[config.mk]
export PLATFORM = sky130hd
export DESIGN_NAME = smm_ctrl
export DESIGN_NICKNAME = d
export VERILOG_FILES = /design/src/rtl/smm_pkg.sv /design/src/rtl/smm_cfg_regs.sv /design/src/rtl/smm_win_decode.sv /design/src/rtl/smm_tseg_map.sv /design/src/rtl/smm_ctrl.sv
export SDC_FILE = /design/constraint.sdc
export NUM_CORES = 1
export LEC_CHECK = 0
export CAP_MARGIN = 0
export CORE_MARGIN = 5
export CORE_UTILIZATION = 33
export DETAILED_ROUTE_END_ITERATION = 8
export GPL_TIMING_DRIVEN = 0
export PLACE_DENSITY_LB_ADDON = 0.3
export SYNTH_ARGS = -nofsm -noshare
export SYNTH_HDL_FRONTEND = slang
export SYNTH_SLANG_ARGS = --single-unit
[constraint.sdc]
create_clock -name clk_i -period 23.8 [get_ports clk_i]
set_clock_uncertainty 0.1 [all_clocks]
set_input_delay 7.14 -clock clk_i [delete_from_list [all_inputs] [get_ports clk_i]]
set_output_delay 7.14 -clock clk_i [all_outputs]
set_load 0.005 [all_outputs]
[src/rtl/smm_pkg.sv]
package smm_pkg;
  localparam int unsigned CTL_OPEN = 0;
  localparam int unsigned CTL_LOCK = 1;
  localparam int unsigned CTL_GEN  = 2;
  localparam int unsigned EXT_TEN  = 0;
  localparam int unsigned EXT_SZ   = 1;
  localparam int unsigned EXT_HIGH = 3;

  localparam logic [7:0]  CTL_WM     = 8'h07;
  localparam logic [7:0]  CTL_WM_LCK = 8'h00;
  localparam logic [7:0]  EXT_WM     = 8'h0F;
  localparam logic [7:0]  EXT_WM_LCK = 8'h00;
  localparam logic [15:0] XT_QUERY   = 16'hFFFF;

  typedef enum logic [1:0] {TSZ_1M = 2'b00, TSZ_2M = 2'b01, TSZ_8M = 2'b10, TSZ_EXT = 2'b11} tseg_sz_e;

  function automatic logic [7:0] merge_byte(logic [7:0] old_v, logic [7:0] new_v, logic [7:0] wm);
    return (old_v & ~wm) | (new_v & wm);
  endfunction
endpackage

[src/rtl/smm_cfg_regs.sv]
module smm_cfg_regs
  import smm_pkg::*;
#(
  parameter int unsigned ADDR_W   = 8,
  parameter logic [ADDR_W-1:0] REG_ADDR = 8'h70,
  parameter int unsigned EXT_MB   = 16
) (
  input  logic              clk_i,
  input  logic              rst_ni,
  input  logic              we_i,
  input  logic [ADDR_W-1:0] addr_i,
  input  logic [3:0]        be_i,
  input  logic [31:0]       wdata_i,
  output logic [7:0]        ctl_o,
  output logic [7:0]        ext_o,
  output logic [15:0]       xt_o
);
  localparam logic [15:0] XT_RST = (EXT_MB > 0) ? XT_QUERY : 16'h0000;
  localparam logic [15:0] XT_ANS = 16'(EXT_MB);

  logic [7:0]  ctl_q, ctl_n, ext_q, ext_n, ctl_wm, ext_wm;
  logic [15:0] xt_q, xt_n;
  logic        sel;

  assign sel    = we_i && (addr_i[ADDR_W-1:2] == REG_ADDR[ADDR_W-1:2]);
  assign ctl_wm = ctl_q[CTL_LOCK] ? CTL_WM_LCK : CTL_WM;
  assign ext_wm = ctl_q[CTL_LOCK] ? EXT_WM_LCK : EXT_WM;

  always_comb begin
    ctl_n = ctl_q;
    ext_n = ext_q;
    xt_n  = xt_q;
    if (sel) begin
      if (be_i[0]) ctl_n = merge_byte(ctl_q, wdata_i[7:0], ctl_wm);
      if (be_i[1]) ext_n = merge_byte(ext_q, wdata_i[15:8], ext_wm);
      if (be_i[2]) xt_n[7:0]  = wdata_i[23:16];
      if (be_i[3]) xt_n[15:8] = wdata_i[31:24];
      if ((EXT_MB > 0) && (be_i[2] || be_i[3]) && (xt_n == XT_QUERY)) xt_n = XT_ANS;
    end
    if (ctl_n[CTL_LOCK]) ctl_n[CTL_OPEN] = 1'b0;
  end

  always_ff @(posedge clk_i or negedge rst_ni) begin
    if (!rst_ni) begin
      ctl_q <= 8'h00;
      ext_q <= 8'h00;
      xt_q  <= XT_RST;
    end else begin
      ctl_q <= ctl_n;
      ext_q <= ext_n;
      xt_q  <= xt_n;
    end
  end

  assign ctl_o = ctl_q;
  assign ext_o = ext_q;
  assign xt_o  = xt_q;

  a_r9_lock_sticky: assert property (@(posedge clk_i) disable iff (!rst_ni)
    ctl_q[CTL_LOCK] |=> ctl_q[CTL_LOCK]);
  a_r9_open_cleared: assert property (@(posedge clk_i) disable iff (!rst_ni)
    ctl_q[CTL_LOCK] |-> !ctl_q[CTL_OPEN]);
  a_r9_ext_frozen: assert property (@(posedge clk_i) disable iff (!rst_ni)
    ctl_q[CTL_LOCK] |=> $stable(ext_q) && $stable(ctl_q));
  a_r2_idle_hold: assert property (@(posedge clk_i) disable iff (!rst_ni)
    !we_i |=> $stable(xt_q) && $stable(ext_q));
endmodule

[src/rtl/smm_win_decode.sv]
module smm_win_decode
  import smm_pkg::*;
(
  input  logic [7:0] ctl_i,
  input  logic [7:0] ext_i,
  output logic       legacy_o,
  output logic       alias_o,
  output logic       smm_low_o,
  output logic       smm_high_o
);
  logic open, gen, high;

  assign open = ctl_i[CTL_OPEN];
  assign gen  = ctl_i[CTL_GEN];
  assign high = ext_i[EXT_HIGH];

  always_comb begin
    legacy_o   = open ? !high : 1'b1;
    alias_o    = open && high;
    smm_low_o  = gen && !high;
    smm_high_o = gen && high;
  end

  always_comb begin
    a_r3_open_split: assert (!open || (legacy_o != alias_o));
    a_r5_smm_onehot: assert (!gen || $onehot({smm_low_o, smm_high_o}));
    a_r4_closed: assert (open || (legacy_o && !alias_o));
  end
endmodule

[src/rtl/smm_tseg_map.sv]
module smm_tseg_map
  import smm_pkg::*;
#(
  parameter int unsigned EXT_MB  = 16,
  parameter logic [31:0] LOW_TOP = 32'h8000_0000
) (
  input  logic [7:0]  ext_i,
  input  logic [31:0] probe_addr_i,
  input  logic        probe_smm_i,
  output logic        hole_en_o,
  output logic [31:0] base_o,
  output logic [31:0] size_o,
  output logic        hit_o,
  output logic [31:0] rdata_o
);
  localparam logic [31:0] MB = 32'h0010_0000;
  localparam logic [31:0] EXT_BYTES = 32'(EXT_MB) << 20;

  tseg_sz_e sz;
  assign sz = tseg_sz_e'(ext_i[EXT_SZ +: 2]);

  always_comb begin
    size_o = '0;
    if (ext_i[EXT_TEN]) begin
      unique case (sz)
        TSZ_1M:  size_o = MB;
        TSZ_2M:  size_o = MB << 1;
        TSZ_8M:  size_o = MB << 3;
        default: size_o = EXT_BYTES;
      endcase
    end
  end

  assign hole_en_o = size_o != '0;
  assign base_o    = LOW_TOP - size_o;
  assign hit_o     = hole_en_o && !probe_smm_i && (probe_addr_i >= base_o) && (probe_addr_i < LOW_TOP);
  assign rdata_o   = hit_o ? 32'hFFFF_FFFF : 32'h0;

  always_comb begin
    a_r7_base_sum: assert (!hole_en_o || ((base_o + size_o) == LOW_TOP));
    a_r8_no_smm_hit: assert (!(hit_o && probe_smm_i));
  end
endmodule

[src/rtl/smm_ctrl.sv]
module smm_ctrl #(
  parameter int unsigned ADDR_W     = 8,
  parameter logic [ADDR_W-1:0] REG_ADDR = 8'h70,
  parameter int unsigned EXT_MB     = 16,
  parameter int unsigned MAX_EXT_MB = 4095,
  parameter logic [31:0] LOW_TOP    = 32'h8000_0000,
  parameter logic [31:0] ALIAS_BASE = 32'hFEDA_0000
) (
  input  logic              clk_i,
  input  logic              rst_ni,
  input  logic              cfg_we_i,
  input  logic [ADDR_W-1:0] cfg_addr_i,
  input  logic [3:0]        cfg_be_i,
  input  logic [31:0]       cfg_wdata_i,
  input  logic [31:0]       probe_addr_i,
  input  logic              probe_smm_i,
  output logic [7:0]        ctl_o,
  output logic [7:0]        ext_o,
  output logic [15:0]       xtseg_o,
  output logic              legacy_win_o,
  output logic              high_alias_win_o,
  output logic [31:0]       high_alias_base_o,
  output logic              smm_low_win_o,
  output logic              smm_high_win_o,
  output logic              hole_en_o,
  output logic [31:0]       tseg_base_o,
  output logic [31:0]       tseg_size_o,
  output logic              hole_hit_o,
  output logic [31:0]       hole_rdata_o
);
  if (EXT_MB > MAX_EXT_MB) begin : g_bad_strap
    $error("smm_ctrl: EXT_MB exceeds MAX_EXT_MB");
  end

  smm_cfg_regs #(.ADDR_W(ADDR_W), .REG_ADDR(REG_ADDR), .EXT_MB(EXT_MB)) i_regs (
    .clk_i, .rst_ni, .we_i(cfg_we_i), .addr_i(cfg_addr_i), .be_i(cfg_be_i),
    .wdata_i(cfg_wdata_i), .ctl_o, .ext_o, .xt_o(xtseg_o)
  );

  smm_win_decode i_win (
    .ctl_i(ctl_o), .ext_i(ext_o), .legacy_o(legacy_win_o), .alias_o(high_alias_win_o),
    .smm_low_o(smm_low_win_o), .smm_high_o(smm_high_win_o)
  );

  smm_tseg_map #(.EXT_MB(EXT_MB), .LOW_TOP(LOW_TOP)) i_tseg (
    .ext_i(ext_o), .probe_addr_i, .probe_smm_i, .hole_en_o, .base_o(tseg_base_o),
    .size_o(tseg_size_o), .hit_o(hole_hit_o), .rdata_o(hole_rdata_o)
  );

  assign high_alias_base_o = ALIAS_BASE;

  a_r12_alias_base: assert property (@(posedge clk_i) disable iff (!rst_ni)
    high_alias_base_o == 32'hFEDA_0000);
endmodule

==> metrics.yaml <==
status:
  status: "finished clean"
clocking:
  worstSkewPairLatency_ns: 0.26
  cts_buffer_depth: 2
  clk_pin_slew_ns: 0.08
  hold_buffers: 0
  cts_resized: 0
  numCtsBuffers: 3
  htreeDepth: 1
  post-cts-setup-buffers: 0
  cts_tree: "done"
  clock_sinks: 23
  root_buffer: "clkbuf_8"
final_layout:
  drive_gt1_frac: 0.310
  fin_nets: 638
  fin_area_sq_mm: 0.00453
  post-route-util: 0.593
  layout.cells.non_filler: 644
  synthToLayoutAreaGrowth_pct: 77.1
  antennaDiodeCount: 0
drt:
  wl_per_cell_um: 12.4
  wl_mm: 7.97
  via_count: 2466
  detail-route-antenna-nets: 0
  viasPerCell: 3.83
  drc: 0
  dr.pass1.iters: 4
  drt_first_iter_violations: 57
synthesis:
  syn_area_per_cell_sq_um: 8.42
  syn_area_sq_mm: 0.00256
  yosysMostFrequentCell: "buf_4"
  synth.distinct_cells: 41
  synthDominantCellAreaShare: 0.373
  synth_flop_cell: "dfstp_2"
  ys_top_cells_by_area: "buf_4 (37%), dfstp_2 (16%), ha_1 (7.3%)"
  yosysWarnings: 0
  synth.yosys.seq_area_share: 0.233
  ys_ff_latch: 23
  synthTopCellsByCount: "buf_4 (127), nand2_1 (23), a21oi_1 (22)"
  syn_inst: 304
  synth-edff-count: 0
  async_reset_ff_frac: 1.00
  yosys.area.top_type: "buf_4"
sta:
  finalWorstSetupSlack_ns: 6.03
  tightestPinTransition_ns: 1.03
  rsz0062_at_grt: "no"
  setup_viol: 0
  finalHoldWorstSlack_ns: 0.379
  finalCriticalPeriod_ns: 17.77
  fmax_mhz: 56.3
  finalHoldViolCount: 0
  fin_crit_sh: 0.746
  max_slew_margin: 0.314
  final_max_slew_viol_count: 0
  finalSetupTns_ns: 0
floorplan:
  fp-row-count: 32
  die_area_sq_mm: 0.00961
  start_util: 0.335
  die_w_um: 98.1
  core-area_sq_mm: 0.00765
  die_h_um: 98.1
  io_pins: 246
hold_path:
  min_path_cells: 2
  holdCritPathClass: "flip-flop to flip-flop"
setup_path:
  rrSetupSlack_ns: 22.12
  critPathArrivalTime_ns: 10.53
  cp-endpoint: "hole_rdata_o[18]"
  reg2reg_depth: 6
  crit_path_max_fanout: 13
  timing.rr.start: "i_regs.xt_o[15]"
  criticalPathCategory: "primary input to output port"
  timing.critical_path.required_ns: 16.56
  endpoint_kind: "output port"
  worstSetupStartpointType: "primary input"
  r2r_end: "i_regs.xt_o[6]"
  critPathLaunch: "probe_addr_i[31]"
power:
  total_power_mw: 0.156
  power_per_cell_area_mw_per_mm2: 34.4
  max-vdd-ir-drop_v: 0.0000216
  p_leak_nw: 2.27
placed_design:
  dp.cells: 640
  dp_hpwl_mm: 7.15
  place_worst_setup_slack_ns: 6.00
  gp_congestion: 0.868
  portBuffers: 145
  dpl-instance-area_sq_mm: 0.00449
global_route:
  grt_pass1_vias: 2364
  antenna_found_initial: 0
  gr-total-overflow: 0
  grt_pass1_wl_mm: 12.4
  grt_max_degree: 24
  grt_util_all_layers: 0.155
run:
  maxCapViolCount: 0
[worst max-delay path, cell delays in order]
cell,delay (ns)
clkdlybuf4s50_1,0.45
ha_1,0.31
nand4_1,0.10
or2_2,0.33
nor4_1,0.29
nor4b_1,0.11
nor4_2,0.67
buf_4,0.31
buf_4,0.18
buf_4,0.11
clkdlybuf4s50_1,0.51
[logic make-up (layout without fill, tap and decap cells)]
group	Yosys count	after routing	share of synthesized area
buffers and inverters	145	296	0.408
and+or+nand+nor	84	84	0.193
AOI/OAI and AO/OA	28	28	0.0587
DFF	23	23	0.233
adders and majority gates	15	15	0.0733
muxes	7	7	0.0313
other	2	89	0.00294
[layout make-up]
class / count / area [sq um]
Clock inverter: 1 / 5.00
Buffer: 133 / 1000
Clock buffer: 3 / 41.3
Fill cell: 696 / 3120
Inverter: 12 / 45.0
Multi-Input combinational cell: 223 / 1250
Tap cell: 102 / 128
Timing Repair Buffer: 147 / 1470
Sequential cell: 23 / 596
[worst min path at each step]
stage / from / endpoint / slack, ns
finish: i_regs.xt_o[5] / i_regs.xt_o[5] / 0.38
global route: i_regs.xt_o[14] / i_regs.xt_o[14] / 0.40
CTS: i_regs.xt_o[5] / i_regs.xt_o[5] / 0.38
detailed placement: i_regs.xt_o[5] / i_regs.xt_o[5] / 0.37
floorplan: i_regs.xt_o[2] / i_regs.xt_o[2] / 0.37
global placement: i_regs.xt_o[5] / i_regs.xt_o[5] / 0.37
[metal layers]
metal / global-route usage / wire length (um)
met3: 0.0300 / 706
met5: 0 / 0
met4: 0.0245 / 31
met1: 0.167 / 2810
met2: 0.313 / 4430
[cells in the final DEF, fill, tap and decap left out, types with 2 or more instances in the layout]
cell type	netlist	routed
clkdlybuf4s50_1	0	145
o21ai_0	2	2
buf_6	3	3
dfstp_2	16	16
nor2_1	5	5
mux2_2	3	3
nand4_1	10	10
nor2b_1	3	3
nand2_1	23	23
ha_1	15	15
nor4_1	6	5
conb_1	2	89
clkbuf_1	2	2
clkbuf_8	0	3
inv_1	12	12
or2_2	2	2
dfrtp_1	7	7
a21oi_1	22	22
and2_1	2	2
mux2i_1	2	2
buf_4	127	129
nand3_1	19	19
[where the power goes]
group / total (mW) / internal [mW] / switching, mW
Combinational: 0.0845 / 0.0550 / 0.0295
Clock: 0.0240 / 0.0117 / 0.0124
Sequential: 0.0474 / 0.0440 / 0.00342
Total: 0.156 / 0.111 / 0.0453
Note: power is estimated with default switching activity, not from simulation.
